## config.mk

```make
export PLATFORM = sky130hd
export DESIGN_NAME = delay_test_seq
export DESIGN_NICKNAME = d
export VERILOG_FILES = /design/src/rtl/delay_test_pkg.sv /design/src/rtl/dts_counter.sv /design/src/rtl/dts_out_decode.sv /design/src/rtl/delay_test_seq.sv
export SDC_FILE = /design/constraint.sdc
export NUM_CORES = 1
export LEC_CHECK = 0
export BUFFER_PORTS_ARGS = -buffer_cell sky130_fd_sc_hd__buf_4
export CORE_MARGIN = 2
export CORE_UTILIZATION = 25
export DETAILED_ROUTE_END_ITERATION = 8
export HOLD_SLACK_MARGIN = 0.02
export PLACE_DENSITY_LB_ADDON = 0.3
export SKIP_LAST_GASP = 1
export SYNTH_ARGS = -nofsm -noshare
export SYNTH_HDL_FRONTEND = slang
export SYNTH_SLANG_ARGS = --single-unit
```

## constraint.sdc

```tcl
create_clock -name clk -period 2.6 [get_ports clk]
set_clock_uncertainty 0.15 [all_clocks]
set_input_delay 0.13 -clock clk [delete_from_list [all_inputs] [get_ports clk]]
set_output_delay 0.13 -clock clk [all_outputs]
set_load 0.005 [all_outputs]
```

## src/rtl/delay_test_pkg.sv

```systemverilog
package delay_test_pkg;
    typedef enum logic [2:0] {
        ST_IDLE    = 3'd0,
        ST_SHIFT   = 3'd1,
        ST_LAUNCH  = 3'd2,
        ST_CAPTURE = 3'd3,
        ST_UNLOAD  = 3'd4,
        ST_FINISH  = 3'd5
    } seq_state_t;
endpackage

```

## src/rtl/dts_counter.sv

```systemverilog
module dts_counter #(
    parameter int W = 8
) (
    input  logic         clk,
    input  logic         rst_n,
    input  logic         clr,
    input  logic         en,
    input  logic [W-1:0] limit,
    output logic [W-1:0] cnt,
    output logic         last
);
    localparam logic [W-1:0] ONE = W'(1);

    assign last = (cnt == limit - ONE);

    always_ff @(posedge clk or negedge rst_n) begin
        if (!rst_n) begin
            cnt <= '0;
        end else if (clr) begin
            cnt <= '0;
        end else if (en) begin
            cnt <= last ? '0 : cnt + ONE;
        end
    end
endmodule

```

## src/rtl/dts_out_decode.sv

```systemverilog
module dts_out_decode
    import delay_test_pkg::*;
(
    input  seq_state_t state,
    input  logic       los,
    output logic       scan_en,
    output logic       clk_en,
    output logic       fast,
    output logic       busy,
    output logic       done
);
    always_comb begin
        scan_en = 1'b0;
        clk_en  = 1'b0;
        fast    = 1'b0;
        busy    = 1'b1;
        done    = 1'b0;
        unique case (state)
            ST_IDLE: begin
                busy = 1'b0;
            end
            ST_SHIFT: begin
                scan_en = 1'b1;
                clk_en  = 1'b1;
            end
            ST_LAUNCH: begin
                scan_en = los;
                clk_en  = 1'b1;
            end
            ST_CAPTURE: begin
                clk_en = 1'b1;
                fast   = 1'b1;
            end
            ST_UNLOAD: begin
                scan_en = 1'b1;
                clk_en  = 1'b1;
            end
            ST_FINISH: begin
                done = 1'b1;
            end
            default: begin
                busy = 1'b0;
            end
        endcase
    end
endmodule

```

## src/rtl/delay_test_seq.sv

```systemverilog
module delay_test_seq
    import delay_test_pkg::*;
#(
    parameter int LEN_W = 8,
    parameter int PAT_W = 8
) (
    input  logic             clk,
    input  logic             rst_n,
    input  logic             start_i,
    input  logic             los_mode_i,
    input  logic [LEN_W-1:0] chain_len_i,
    input  logic [PAT_W-1:0] pat_num_i,
    output logic             scan_en_o,
    output logic             clk_en_o,
    output logic             fast_o,
    output logic             busy_o,
    output logic             done_o,
    output logic [LEN_W-1:0] shift_cnt_o,
    output logic [PAT_W-1:0] pat_idx_o
);
    seq_state_t       state_q, state_d;
    logic [LEN_W-1:0] len_q;
    logic [PAT_W-1:0] npat_q;
    logic             los_q;
    logic             accept;
    logic             shift_last, pat_last;
    logic             shift_en, pat_en;

    assign accept   = (state_q == ST_IDLE) && start_i &&
                      (chain_len_i != '0) && (pat_num_i != '0);
    assign shift_en = (state_q == ST_SHIFT) || (state_q == ST_UNLOAD);
    assign pat_en   = (state_q == ST_CAPTURE) && !pat_last;

    // State register and session parameters
    always_ff @(posedge clk or negedge rst_n) begin
        if (!rst_n) begin
            state_q <= ST_IDLE;
            len_q   <= '0;
            npat_q  <= '0;
            los_q   <= 1'b0;
        end else begin
            state_q <= state_d;
            if (accept) begin
                len_q  <= chain_len_i;
                npat_q <= pat_num_i;
                los_q  <= los_mode_i;
            end
        end
    end

    always_comb begin
        state_d = state_q;
        unique case (state_q)
            ST_IDLE:    if (accept) state_d = ST_SHIFT;
            ST_SHIFT:   if (shift_last) state_d = ST_LAUNCH;
            ST_LAUNCH:  state_d = ST_CAPTURE;
            ST_CAPTURE: state_d = pat_last ? ST_UNLOAD : ST_SHIFT;
            ST_UNLOAD:  if (shift_last) state_d = ST_FINISH;
            ST_FINISH:  state_d = ST_IDLE;
            default:    state_d = ST_IDLE;
        endcase
    end

    dts_counter #(.W(LEN_W)) u_shift_cnt (
        .clk   (clk),
        .rst_n (rst_n),
        .clr   (accept),
        .en    (shift_en),
        .limit (len_q),
        .cnt   (shift_cnt_o),
        .last  (shift_last)
    );

    dts_counter #(.W(PAT_W)) u_pat_cnt (
        .clk   (clk),
        .rst_n (rst_n),
        .clr   (accept),
        .en    (pat_en),
        .limit (npat_q),
        .cnt   (pat_idx_o),
        .last  (pat_last)
    );

    dts_out_decode u_dec (
        .state   (state_q),
        .los     (los_q),
        .scan_en (scan_en_o),
        .clk_en  (clk_en_o),
        .fast    (fast_o),
        .busy    (busy_o),
        .done    (done_o)
    );
endmodule

```

# After elaboration in Yosys (flattened, before gate mapping)
# Cells that the tools add are included.
[word_totals] register_bits=36 word_cells=51 in_bits=20 output_inout_bits=21
[op_classes] n_reduce_logical=15 eq_ne=10 add_sub_neg=4 mux=16
[op_table] op="two-way mux 8 bit" n=6
[op_table] op="adder 8 x 1 -> 8 bit (second input constant)" n=2
[op_table] op="equality test 8 bit" n=2
[op_table] op="nonzero test 8 bit" n=2
[op_table] op="subtractor 8 x 1 -> 8 bit (second input constant)" n=2
[op_table] op="one-hot mux 3 bit (5 select lines)" n=1
[op_table] op="two-way mux 3 bit" n=4
[op_table] op="equality test 3 x 2 -> 1 bit (second input constant)" n=2
[op_table] op="equality test 3 bit (second input constant)" n=2
[op_table] op="OR reduction 5 bit" n=1
[op_table] op="logical AND 1 bit" n=4
[op_table] op="two-way mux 1 bit" n=4
[op_table] op="!= test 2 x 1 -> 1 bit (second input constant)" n=2
[op_table] op="nonzero test 2 bit" n=2
[op_table] op="OR reduction 4 bit" n=1
[op_table] op="equality test 3 x 1 -> 1 bit (second input constant)" n=1
[op_table] op="zero test 3 bit" n=1
[op_table] op="AND reduction 3 bit" n=1
[op_table] op="!= test 2 bit (second input constant)" n=1
[op_table] op="one-hot mux 1 bit (2 select lines)" n=1
[op_table] op="OR reduction 2 bit" n=1
[op_table] op="zero test 1 bit" n=1
[op_table] op="logical OR 1 bit" n=1

# Logic depth before layout (Yosys ltp)
# Gate-level depths: netlist (run 1).
[logic_depth] ltp_word=6 ltp_mapped=9 mapped_depth_nobuf=8

# Modules after synthesis
# Synthesis (run 1) repeated with hierarchy kept, for this count alone.
[hier_totals] cells_unflattened=244 area_unflattened_um2=2406.1
[by_module_without_submodules] mod="dts_counter" n_inst=2 area_per_inst_um2=720.7 cells_per_inst=85 seq_area_each_um2=200.2
[by_module_without_submodules] mod="delay_test_seq" n_inst=1 area_per_inst_um2=899.6 cells_per_inst=63 seq_area_each_um2=500.5
[by_module_without_submodules] mod="dts_out_decode" n_inst=1 area_per_inst_um2=65.1 cells_per_inst=11 seq_area_each_um2=0.0

# Worst setup path after synthesis (run 1)
# Ideal clock, no wire load.
[synth_path] path_kind="flip-flop to flip-flop" start="register npat_q[2]" end="register u_pat_cnt.cnt[1]" t_required_ps=2330 setup_ps=120 period_less_slack_ps=2718 path_buffers=0 path_stages_with_launch=7 slack_ps=-118 arrival_ps=2448 cell_sequence="dfrtp_1 -> or4_4 -> or4_4 -> a2111oi_2 -> o2111ai_2 -> and3_1 -> a31o_1"
[synth_via] elab_chain_cells=5 elab_cells_between_ends=8 cone_classes="add/sub (1); eq/ne (1); mux (3); reduce/logical (3)"
[synth_lines] element="start: declaration" line="delay_test_seq.sv:23" rtl="logic [PAT_W-1:0] npat_q;"
[synth_lines] element="start signal: assignment" line="delay_test_seq.sv:45" rtl="npat_q <= pat_num_i;"
[synth_lines] element="subtractor 8 x 1 -> 8 bit (*)" line="dts_counter.sv:14" rtl="assign last = (cnt == limit - ONE);"
[synth_lines] element="equality test 8 bit (*)" line="dts_counter.sv:14"
[synth_lines] element="two-way mux 8 bit or zero test 1 bit (tied branches)" line="dts_counter.sv:22, delay_test_seq.sv:32"
[synth_lines] element="two-way mux 8 bit or logical AND 1 bit (tied branches)" line="dts_counter.sv:21, delay_test_seq.sv:32"
[synth_lines] element="two-way mux 8 bit or nonzero test 2 bit (tied branches)"
[synth_lines] element="end signal: assignment" line="dts_counter.sv:22" rtl="cnt <= last ? '0 : cnt + ONE;"
[synth_lines] element="end: declaration" line="dts_counter.sv:9" rtl="output logic [W-1:0] cnt,"
# Mark *: on every way between the ends. The rest lies on a longest branch, timed or not. The select of a mux whose other input is x is not followed.
# A chain may end at the register's enable or synchronous reset.

# Worst setup path in the final report (run 1)
# Same ends and word-level chain as after synthesis.

==> results of run 1 <==
per-layer routing:
layer  part of all wire (%)  track usage (%)
met5                      0                0
met4                   0.76             2.53
met3                    3.5             2.62
met2                     46             20.3
met1                     50             16.6
placed cells by master (no fill, tap or decap), drive strengths merged, types with 2 or more instances in the layout:
cell,synthesis,final
and3,9,9
nor2,12,12
mux2,17,17
clkbuf,10,7
xor2,5,5
nor3b,2,2
a31oi,11,11
dfrtp,36,36
dlygate4sd3,0,18
nand3,19,19
mux2i,7,7
a31o,2,2
o211ai,2,2
o211a,3,3
nand2b,4,4
nor3,6,6
o31ai,3,3
inv,8,8
nor4b,2,2
nor4,4,4
ha,4,4
nand2,19,19
xnor2,15,15
and2,2,2
or4,4,4
o21ai,6,6
buf,0,56
nor2b,3,3
a21oi,4,4
o21a,2,2
state kept, by name (all words and copies together) (netlist names):
name,cells
u_shift_cnt.cnt,8
npat_q,8
los_q,1
state_q,3
u_pat_cnt.cnt,8
len_q,8
cell type report:
class / count / area [um2] / share of cell area [%]
inverters: 8 / 30.0 / 0.981
repair buffers: 74 / 601 / 19.6
well taps: 108 / 135 / 4.42
flip-flops and latches: 36 / 901 / 29.4
clock buffers: 7 / 96.3 / 3.15
multi-input cells: 179 / 1300 / 42.4
path summary, 6_finish.rpt:
kind	end	slack, ns	startpoint	cells after the start
worst max-delay path	u_pat_cnt.cnt[1]	0.007	npat_q[2]	6
worst max register to register	u_pat_cnt.cnt[1]	0.007	npat_q[2]	6
worst min register to register	los_q	0.36	los_q	1
worst min-delay path	u_pat_cnt.cnt[4]	0.19	rst_n	2
max in group asynchronous	npat_q[5]	1.76	rst_n	2
min in group clk	los_q	0.36	los_q	1
through the flow:
stage	TNS (ns)	setup WS, ns
global route	-0.469	-0.0652
detailed placement	-0.141	-0.0520
floorplan	0	0.0235
finish	0	0.00718
global placement	-0.0387	-0.0200
CTS	0	0.00631
cell families after synthesis:
family / after synthesis / synth area share [%]
compound gates: 41 / 13.4
xor+xnor: 20 / 7.82
fa+ha+maj: 4 / 2.23
buf+inv: 18 / 3.02
flops: 36 / 40.2
mux: 24 / 11.7
simple gates: 90 / 21.6
repair_timing:
item | in CTS | in global routing
setup buffers | 0 | 0
endpoints found under the setup margin | 6 | 10
pin swaps | 0 | 0
hold endpoints to repair | 53 | 0
gates resized for setup | 1 | 1
hold buffers | 18 | 0
power by group:
part	internal [W]	switching (W)
logic	0.0000370	0.0000243
clock network	0.000236	0.000203
registers	0.000560	0
==> results_dict.tcl, run 1 <==
set metrics [dict create \
    synth.most_common_cell "dfrtp_1" \
    slew_headroom_pct 48.0 \
    fmax_mhz 386 \
    hp-class "input port to async pin" \
    dp_hpwl_um 3990 \
    stdcell_count 412 \
    synth_fp_nets 257 \
    drt_pass1_iterations 4 \
    die_h_um 98.7 \
    synth-edff-count 0 \
    viasPerCell 4.81 \
    post-route-min-period_ns 2.59 \
    track_usage_pct 12.2 \
    drc 0 \
    synth_area_leader_cell "dfrtp_1" \
    htree_num_levels 2 \
    rsz0062_at_grt "true" \
    crit_required_ns 2.63 \
    power.total_w 0.00106 \
    grt_overflow_total 0 \
    clock_latency_ns 0.29 \
    async_flop_share_pct 100 \
    io_buffers 40 \
    grt_max_degree 37 \
    finalCritPeriodShare_pct 99.7 \
    ys_types 42 \
    grt_pass1_wl_um 9830 \
    ios 41 \
    utilization_pct 35.1 \
    crit_chain "or4_4, or4_4, a2111oi_4, o2111ai_4, and3_1, a31o_1" \
    slowest_stage "or4_4" \
    antennaDiodeCount 0 \
    startpoint_type "flip-flop" \
    cp_common_cell "or4_4" \
    fin_area_mm2 0.00306 \
    synth_top_area_share_pct 40.2 \
    power_density_mw_per_mm2 346 \
    cp-end-kind "flip-flop" \
    postPlaceCellArea_mm2 0.00277 \
    worst-setup-path-type "flip-flop to flip-flop" \
    cp.arrival_ns 2.63 \
    grt_pass1_vias 2040 \
    num-fill-cells 896 \
    clkSlewWorstSetupHoldPaths_ns 0.07 \
    area_growth_pct 36.6 \
    vias 1982 \
    dpl.cell_count 387 \
    avgSynthCellArea_um2 9.61 \
    synthTopCellsByCount "dfrtp_1 (36), nand2_1 (19), nand3_1 (19)" \
    drive_above_1_share_pct 28.9 \
    crit_family "simple AND/OR/NAND/NOR gates" \
    rows 34 \
    synth_area_leaders "dfrtp_1 (40%), mux2_2 (8.5%), xnor2_1 (5.9%)" \
    hold_slack_ns 0.189 \
    p_leak_nw 1.49 \
    postRouteAntennaNets 0 \
    setup_viol 0 \
    slowest_delay_ns 0.54 \
    initial_core_util_pct 25.7 \
    drt_iter0_markers 71 \
    clock_path_buffers 2 \
    fin_nets 328 \
    grt_antenna_before_repair 0 \
    cts_root_buffer "clkbuf_8" \
    cts_tree "done" \
    worst_pin_slew_ns 0.778 \
    ir_worst_vdd_v 0.000188 \
    status "completed" \
    post_drt_wl_per_cell_um 13.8 \
    syn-cell-area_mm2 0.00224 \
    synthFlopType "dfrtp_1" \
    critPathMaxFanout 10 \
    yosys_warnings 0 \
    ys_seq_area_share_pct 40.2 \
    crit_buf_inv 0 \
    gp_congestion 0.764 \
    die-area_mm2 0.00973 \
    hold_violations 0 \
    wl_um 5700 \
    maxCapViolations 0 \
    synth-seq-cells 36 \
    numCtsBuffers 5 \
    core_area_mm2 0.00872 \
    syn_inst 233 \
    drv_slew 0 \
    cts_sinks 36 \
    die_w_um 98.7 \
]
Note: power is estimated with default switching activity, not from simulation.
==> inputs of run 2 (changes only) <==
--- a/config.mk
+++ b/config.mk
@@ -5,6 +5,7 @@
 export SDC_FILE = /design/constraint.sdc
 export NUM_CORES = 1
 export LEC_CHECK = 0
+export ABC_AREA = 1
 export BUFFER_PORTS_ARGS = -buffer_cell sky130_fd_sc_hd__buf_4
 export CORE_MARGIN = 2
 export CORE_UTILIZATION = 25
==> run 2 against run 1 <==
  * Sequential share of layout area decreased by 1.1 points
  * Power up 5.4%
  * Area after synthesis rose by 9.2%
  * Clock-buffer cell count decreased by 1
  * Flip-flop and latch count unchanged
  * Utilization decreased by 2.1 points
  * Critical path depth increased by 1
  * Maximum frequency up 25%
  * Routed wire length increased by 10%
  * Sequential power hardly changed
  * Clock power increased by 13%
==> results_dict.tcl, run 2 <==
set metrics [dict create \
    status "completed" \
    yosys_warnings 0 \
    hold_slack_ns 0.198 \
    cts_resized 0 \
    clkSlewWorstSetupHoldPaths_ns 0.08 \
    clockPowerShare_pct 44.4 \
    post_drt_wl_per_cell_um 11.5 \
    rsz0062_at_grt "false" \
    slew_headroom_pct 67.5 \
    cts_root_buffer "clkbuf_8" \
    drive_above_1_share_pct 16.4 \
    numCtsBuffers 5 \
    synth-seq-cells 36 \
    syn_inst 352 \
    netSwitchingFraction_pct 21.1 \
    stdcell_count 547 \
    fin_setup_tns_ns 0 \
    area_growth_pct 30.1 \
    clock_latency_ns 0.29 \
    crit_family "buffers and inverters" \
    track_usage_pct 12.4 \
    cp-end-kind "flip-flop" \
    gp_congestion 0.896 \
    synth-edff-count 0 \
    ios 41 \
    synthFlopType "dfrtp_1" \
    die-area_mm2 0.0106 \
    rows 36 \
    ys_types 26 \
    multi_input_comb_area_mm2 0.00129 \
    worst-path-stages 7 \
    cp_common_cell "nand2_1" \
    regArea_um2 901 \
    drv_slew 0 \
    layout_commonest_cell "nand2_1" \
    async_flop_share_pct 100 \
    synth_top_area_share_pct 36.8 \
    synth_area_leader_cell "dfrtp_1" \
    maxCapViolations 0 \
    antennaDiodeCount 0 \
    synth_area_leaders "dfrtp_1 (37%), nand2_1 (15%), inv_1 (8.6%)" \
    hp-class "input port to async pin" \
    drt_pass1_iterations 4 \
    dp_hpwl_um 4770 \
    hold_violations 0 \
    synth_fp_nets 376 \
    slowest_delay_ns 0.54 \
    setup_viol 0 \
    slowest_stage "dlygate4sd3_1" \
    critPathMaxFanout 17 \
    crit_buf_inv 3 \
    htree_num_levels 2 \
    vias 2350 \
    core_area_mm2 0.00964 \
    ir_worst_vdd_v 0.000190 \
    wl_um 6270 \
    worst-setup-path-type "input port to flip-flop" \
    finalCritPeriodShare_pct 79.8 \
    synth.most_common_cell "nand2_1" \
    grt_max_degree 37 \
    die_w_um 103 \
    io_buffers 40 \
    r2r_cells 14 \
    startpoint_type "input port" \
    die_h_um 103 \
    crit_required_ns 2.64 \
    drt_iter0_markers 53 \
    grt_antenna_before_repair 0 \
    avgSynthCellArea_um2 6.95 \
    worst_pin_slew_ns 0.488 \
    drc 0 \
    synthTopCellsByCount "nand2_1 (100), inv_1 (56), dfrtp_1 (36)" \
    post-route-min-period_ns 2.07 \
    grt_overflow_total 0 \
    fmax_mhz 482 \
    cts_sinks 36 \
    p_leak_nw 1.63 \
    switchingPower_w 0.000236 \
    postRouteAntennaNets 0 \
    num-fill-cells 1037 \
    clock_path_buffers 2 \
    grt_pass1_vias 2312 \
    internal-power_w 0.000881 \
    viasPerCell 4.30 \
    grt_pass1_wl_um 10500 \
    dpl.cell_count 521 \
    cts_setup_buffers 0 \
    pwr-share-seq_pct 50.1 \
    ys_seq_area_share_pct 36.8 \
    cts_tree "done" \
    cp.arrival_ns 2.11 \
    combinationalPowerShare_pct 5.6 \
    layout_common_cells "nand2_1 (100), inv_1 (56), buf_4 (42)" \
    initial_core_util_pct 25.4 \
    crit_chain "dlygate4sd3_1, buf_4, nor4_1, nand2_1, nand2_1, inv_1, o21ai_0" \
    syn-cell-area_mm2 0.00244 \
    fin_nets 437 \
    power_density_mw_per_mm2 351 \
]
==> run 2: layout make-up <==
type | count | share of cell area (%)
Sequential cell | 36 | 28.3
Clock buffer | 6 | 2.28
Inverter | 60 | 7.08
Tap cell | 133 | 5.23
Timing Repair Buffer | 60 | 15.6
Multi-Input combinational cell | 250 | 40.4
Clock inverter | 2 | 1.10
==> run 2: layer usage <==
metal | share of wire, % | vias up | global-route usage [%]
li1 | - | 1224 | -
met1 | 46 | 1069 | 16.1
met4 | 0.43 | 0 | 2.53
met5 | 0 | - | 0
met3 | 4.5 | 4 | 2.64
met2 | 49 | 53 | 21.5
==> run 2: cell families (layout without fill, tap and decap cells) <==
family | after synthesis | in the layout | share of synthesized area, %
adders and majority gates | 4 | 4 | 2.05
xor gates and xnor gates | 22 | 22 | 7.88
and+or+nand+nor | 189 | 189 | 34.6
buffers and inverters | 66 | 128 | 10.5
AOI/OAI and AO/OA | 35 | 35 | 8.03
DFF | 36 | 36 | 36.8
==> run 2: through the flow <==
stage	area, um2	worst slack, ns	util [%]	power [W]
after floorplan	2440	0.774	-	0.000575
after global placement	2890	0.663	30.0	0.000612
after detailed placement	2890	0.612	30.0	0.000612
after CTS	3180	0.532	33.0	0.00114
after global routing	3180	0.392	33.0	0.00117
final	3180	0.525	33.0	0.00112
==> run 2: power by group through the flow <==
stage | combinational (W) | clock [W] | sequential [W]
final | 0.0000621 | 0.000495 | 0.000559
after global routing | 0.0000691 | 0.000544 | 0.000559
after CTS | 0.0000638 | 0.000517 | 0.000559
after detailed placement | 0.0000420 | 0 | 0.000570
after global placement | 0.0000414 | 0 | 0.000570
after floorplan | 0.00000422 | 0 | 0.000571
==> run 2: path summary, 6_finish.rpt <==
| path | slack [ns] | startpoint | end |
|---|---|---|---|
| setup / recovery | 0.53 | pat_num_i[1] | npat_q[4] |
| hold / removal | 0.20 | rst_n | len_q[5] |
| setup reg to reg | 0.59 | npat_q[0] | state_q[0] |
| hold reg to reg | 0.38 | len_q[7] | len_q[7] |
| max in group asynchronous | 1.76 | rst_n | u_pat_cnt.cnt[3] |
| min in group clk | 0.38 | len_q[7] | len_q[7] |
==> run 2: timing repair <==
action	CTS	global route
hold endpoints to repair	53	0
setup endpoints to repair	0	0
hold buffers	18	0
==> inputs of run 3 (changes only) <==
==> constraint.sdc (replaced) <==
create_clock -name clk -period 2 [get_ports clk]
set_clock_uncertainty 0.15 [all_clocks]
set_input_delay 0.1 -clock clk [delete_from_list [all_inputs] [get_ports clk]]
set_output_delay 0.1 -clock clk [all_outputs]
set_load 0.005 [all_outputs]
==> run 3 against run 2 <==
  * Register-to-register slack lost 0.45 ns
  * Routed wire length increased by 6.3%
  * Clock-buffer cell count is the same
==> results_dict.tcl, run 3 (synthesis results as in run 2) <==
set metrics [dict create \
    finalCritPeriodShare_pct 92.9 \
    vias 2406 \
    drt_iter0_markers 93 \
    gr-usage-met2_pct 23.2 \
    grt_overflow_total 0 \
    maxCapViolations 0 \
    wl_um 6670 \
    drive_above_1_share_pct 21.9 \
    core_area_mm2 0.00964 \
    grt_pass1_vias 2453 \
    cts_tree "done" \
    layout_common_cells "nand2_1 (96), buf_4 (55), inv_1 (54)" \
    grt_antenna_before_repair 0 \
    top_usage_layer "met2" \
    drt_pass1_iterations 5 \
    ios 41 \
    grt_max_degree 37 \
    status "completed" \
    slew_headroom_pct 68.0 \
    grt_pass1_wl_um 11100 \
    initial_core_util_pct 25.4 \
    drc 0 \
    post-route-min-period_ns 1.86 \
    clkSlewWorstSetupHoldPaths_ns 0.08 \
    fin_nets 452 \
    rrSetupSlack_ns 0.14 \
    clock_path_buffers 2 \
    gp_congestion 0.876 \
    cts_sinks 36 \
    worst-setup-path-type "flip-flop to flip-flop" \
    critPathMaxFanout 7 \
    hp-class "input port to async pin" \
    power_density_mw_per_mm2 434 \
    worst_pin_slew_ns 0.481 \
    dp_hpwl_um 4920 \
    hold_violations 0 \
    numCtsBuffers 5 \
    clock_latency_ns 0.29 \
    use_met3_pct 3.12 \
    crit_required_ns 2.03 \
    cp-end-kind "flip-flop" \
    io_buffers 40 \
    die-area_mm2 0.0106 \
    ir_worst_vdd_v 0.000279 \
    die_h_um 103 \
    utilization_pct 34.7 \
    layout_commonest_cell "nand2_1" \
    cts_root_buffer "clkbuf_8" \
    postRouteAntennaNets 0 \
    antennaDiodeCount 0 \
    drv_slew 0 \
    viasPerCell 4.28 \
    htree_num_levels 2 \
    rows 36 \
    power.total_w 0.00145 \
    use_met1_pct 16.8 \
    p_leak_nw 1.69 \
    area_growth_pct 37.0 \
    cp.arrival_ns 1.89 \
    die_w_um 103 \
    post_drt_wl_per_cell_um 11.9 \
    fmax_mhz 538 \
    setup_viol 0 \
    hold_slack_ns 0.164 \
    startpoint_type "flip-flop" \
    track_usage_pct 13.3 \
]
run 3: critical path, stage by stage, from the launching register on:
cell and delay (ns):
dfrtp_1 0.39, inv_2 0.10, ha_4 0.21, inv_1 0.05, nand2_1 0.04, nand2_1 0.06
nand2_1 0.07, nor2_1 0.09, nand3_1 0.09, nor2_2 0.15, nand2_4 0.11, nand2_8 0.10
nand2_2 0.04, nand3_1 0.06, nand2_1 0.05
run 3: per-layer routing:
metal | part of all wire, % | vias to the layer above
met4 | 0.95 | 0
met3 | 4.5 | 7
met1 | 46 | 1085
li1 | - | 1252
met2 | 48 | 62
met5 | 0 | -
run 3: power by group:
part	switching [W]	internal (W)	leakage (nW)
Sequential	0	0.000727	0.431
Combinational	0.0000335	0.0000486	1.21
Clock	0.000275	0.000370	0.0552
Total	0.000308	0.00115	1.69
run 3: worst paths after layout:
kind	end	depth (start not counted)	from
hold / removal	len_q[4]	2	rst_n
min in group clk	npat_q[6]	6	pat_num_i[3]
setup / recovery	state_q[0]	14	npat_q[0]
hold reg to reg	len_q[7]	2	len_q[7]
max in group asynchronous	npat_q[0]	2	rst_n
setup reg to reg	state_q[0]	14	npat_q[0]
run 3: layout make-up:
type	instances	area (um2)
multi-input cells	251	1350
well taps	133	166
repair inverters	1	7.51
clock buffers	6	72.6
inverters	60	229
clock inverters	2	35.0
repair buffers	73	593
fillers	1060	6290
flip-flops and latches	36	901
run 3: repair_timing:
item                       CTS  global route
hold endpoints to repair    53             0
gates resized for setup      0            15
hold buffers                18             0
setup buffers                0             4
setup endpoints to repair    0            23
run 3: per-stage QoR:
| stage | cells | instance area (um2) | setup WS [ns] | TNS [ns] |
|---|---|---|---|---|
| 2_1_floorplan | 352 | 2440 | 0.174 | 0 |
| 3_5_place_dp | 530 | 2960 | 0.0602 | 0 |
| 5_1_grt | 562 | 3350 | -0.00849 | -0.0220 |
| 6_report | 562 | 3350 | 0.143 | 0 |
| 4_1_cts | 556 | 3250 | 0.0482 | 0 |
| 3_3_place_gp | 530 | 2960 | 0.105 | 0 |
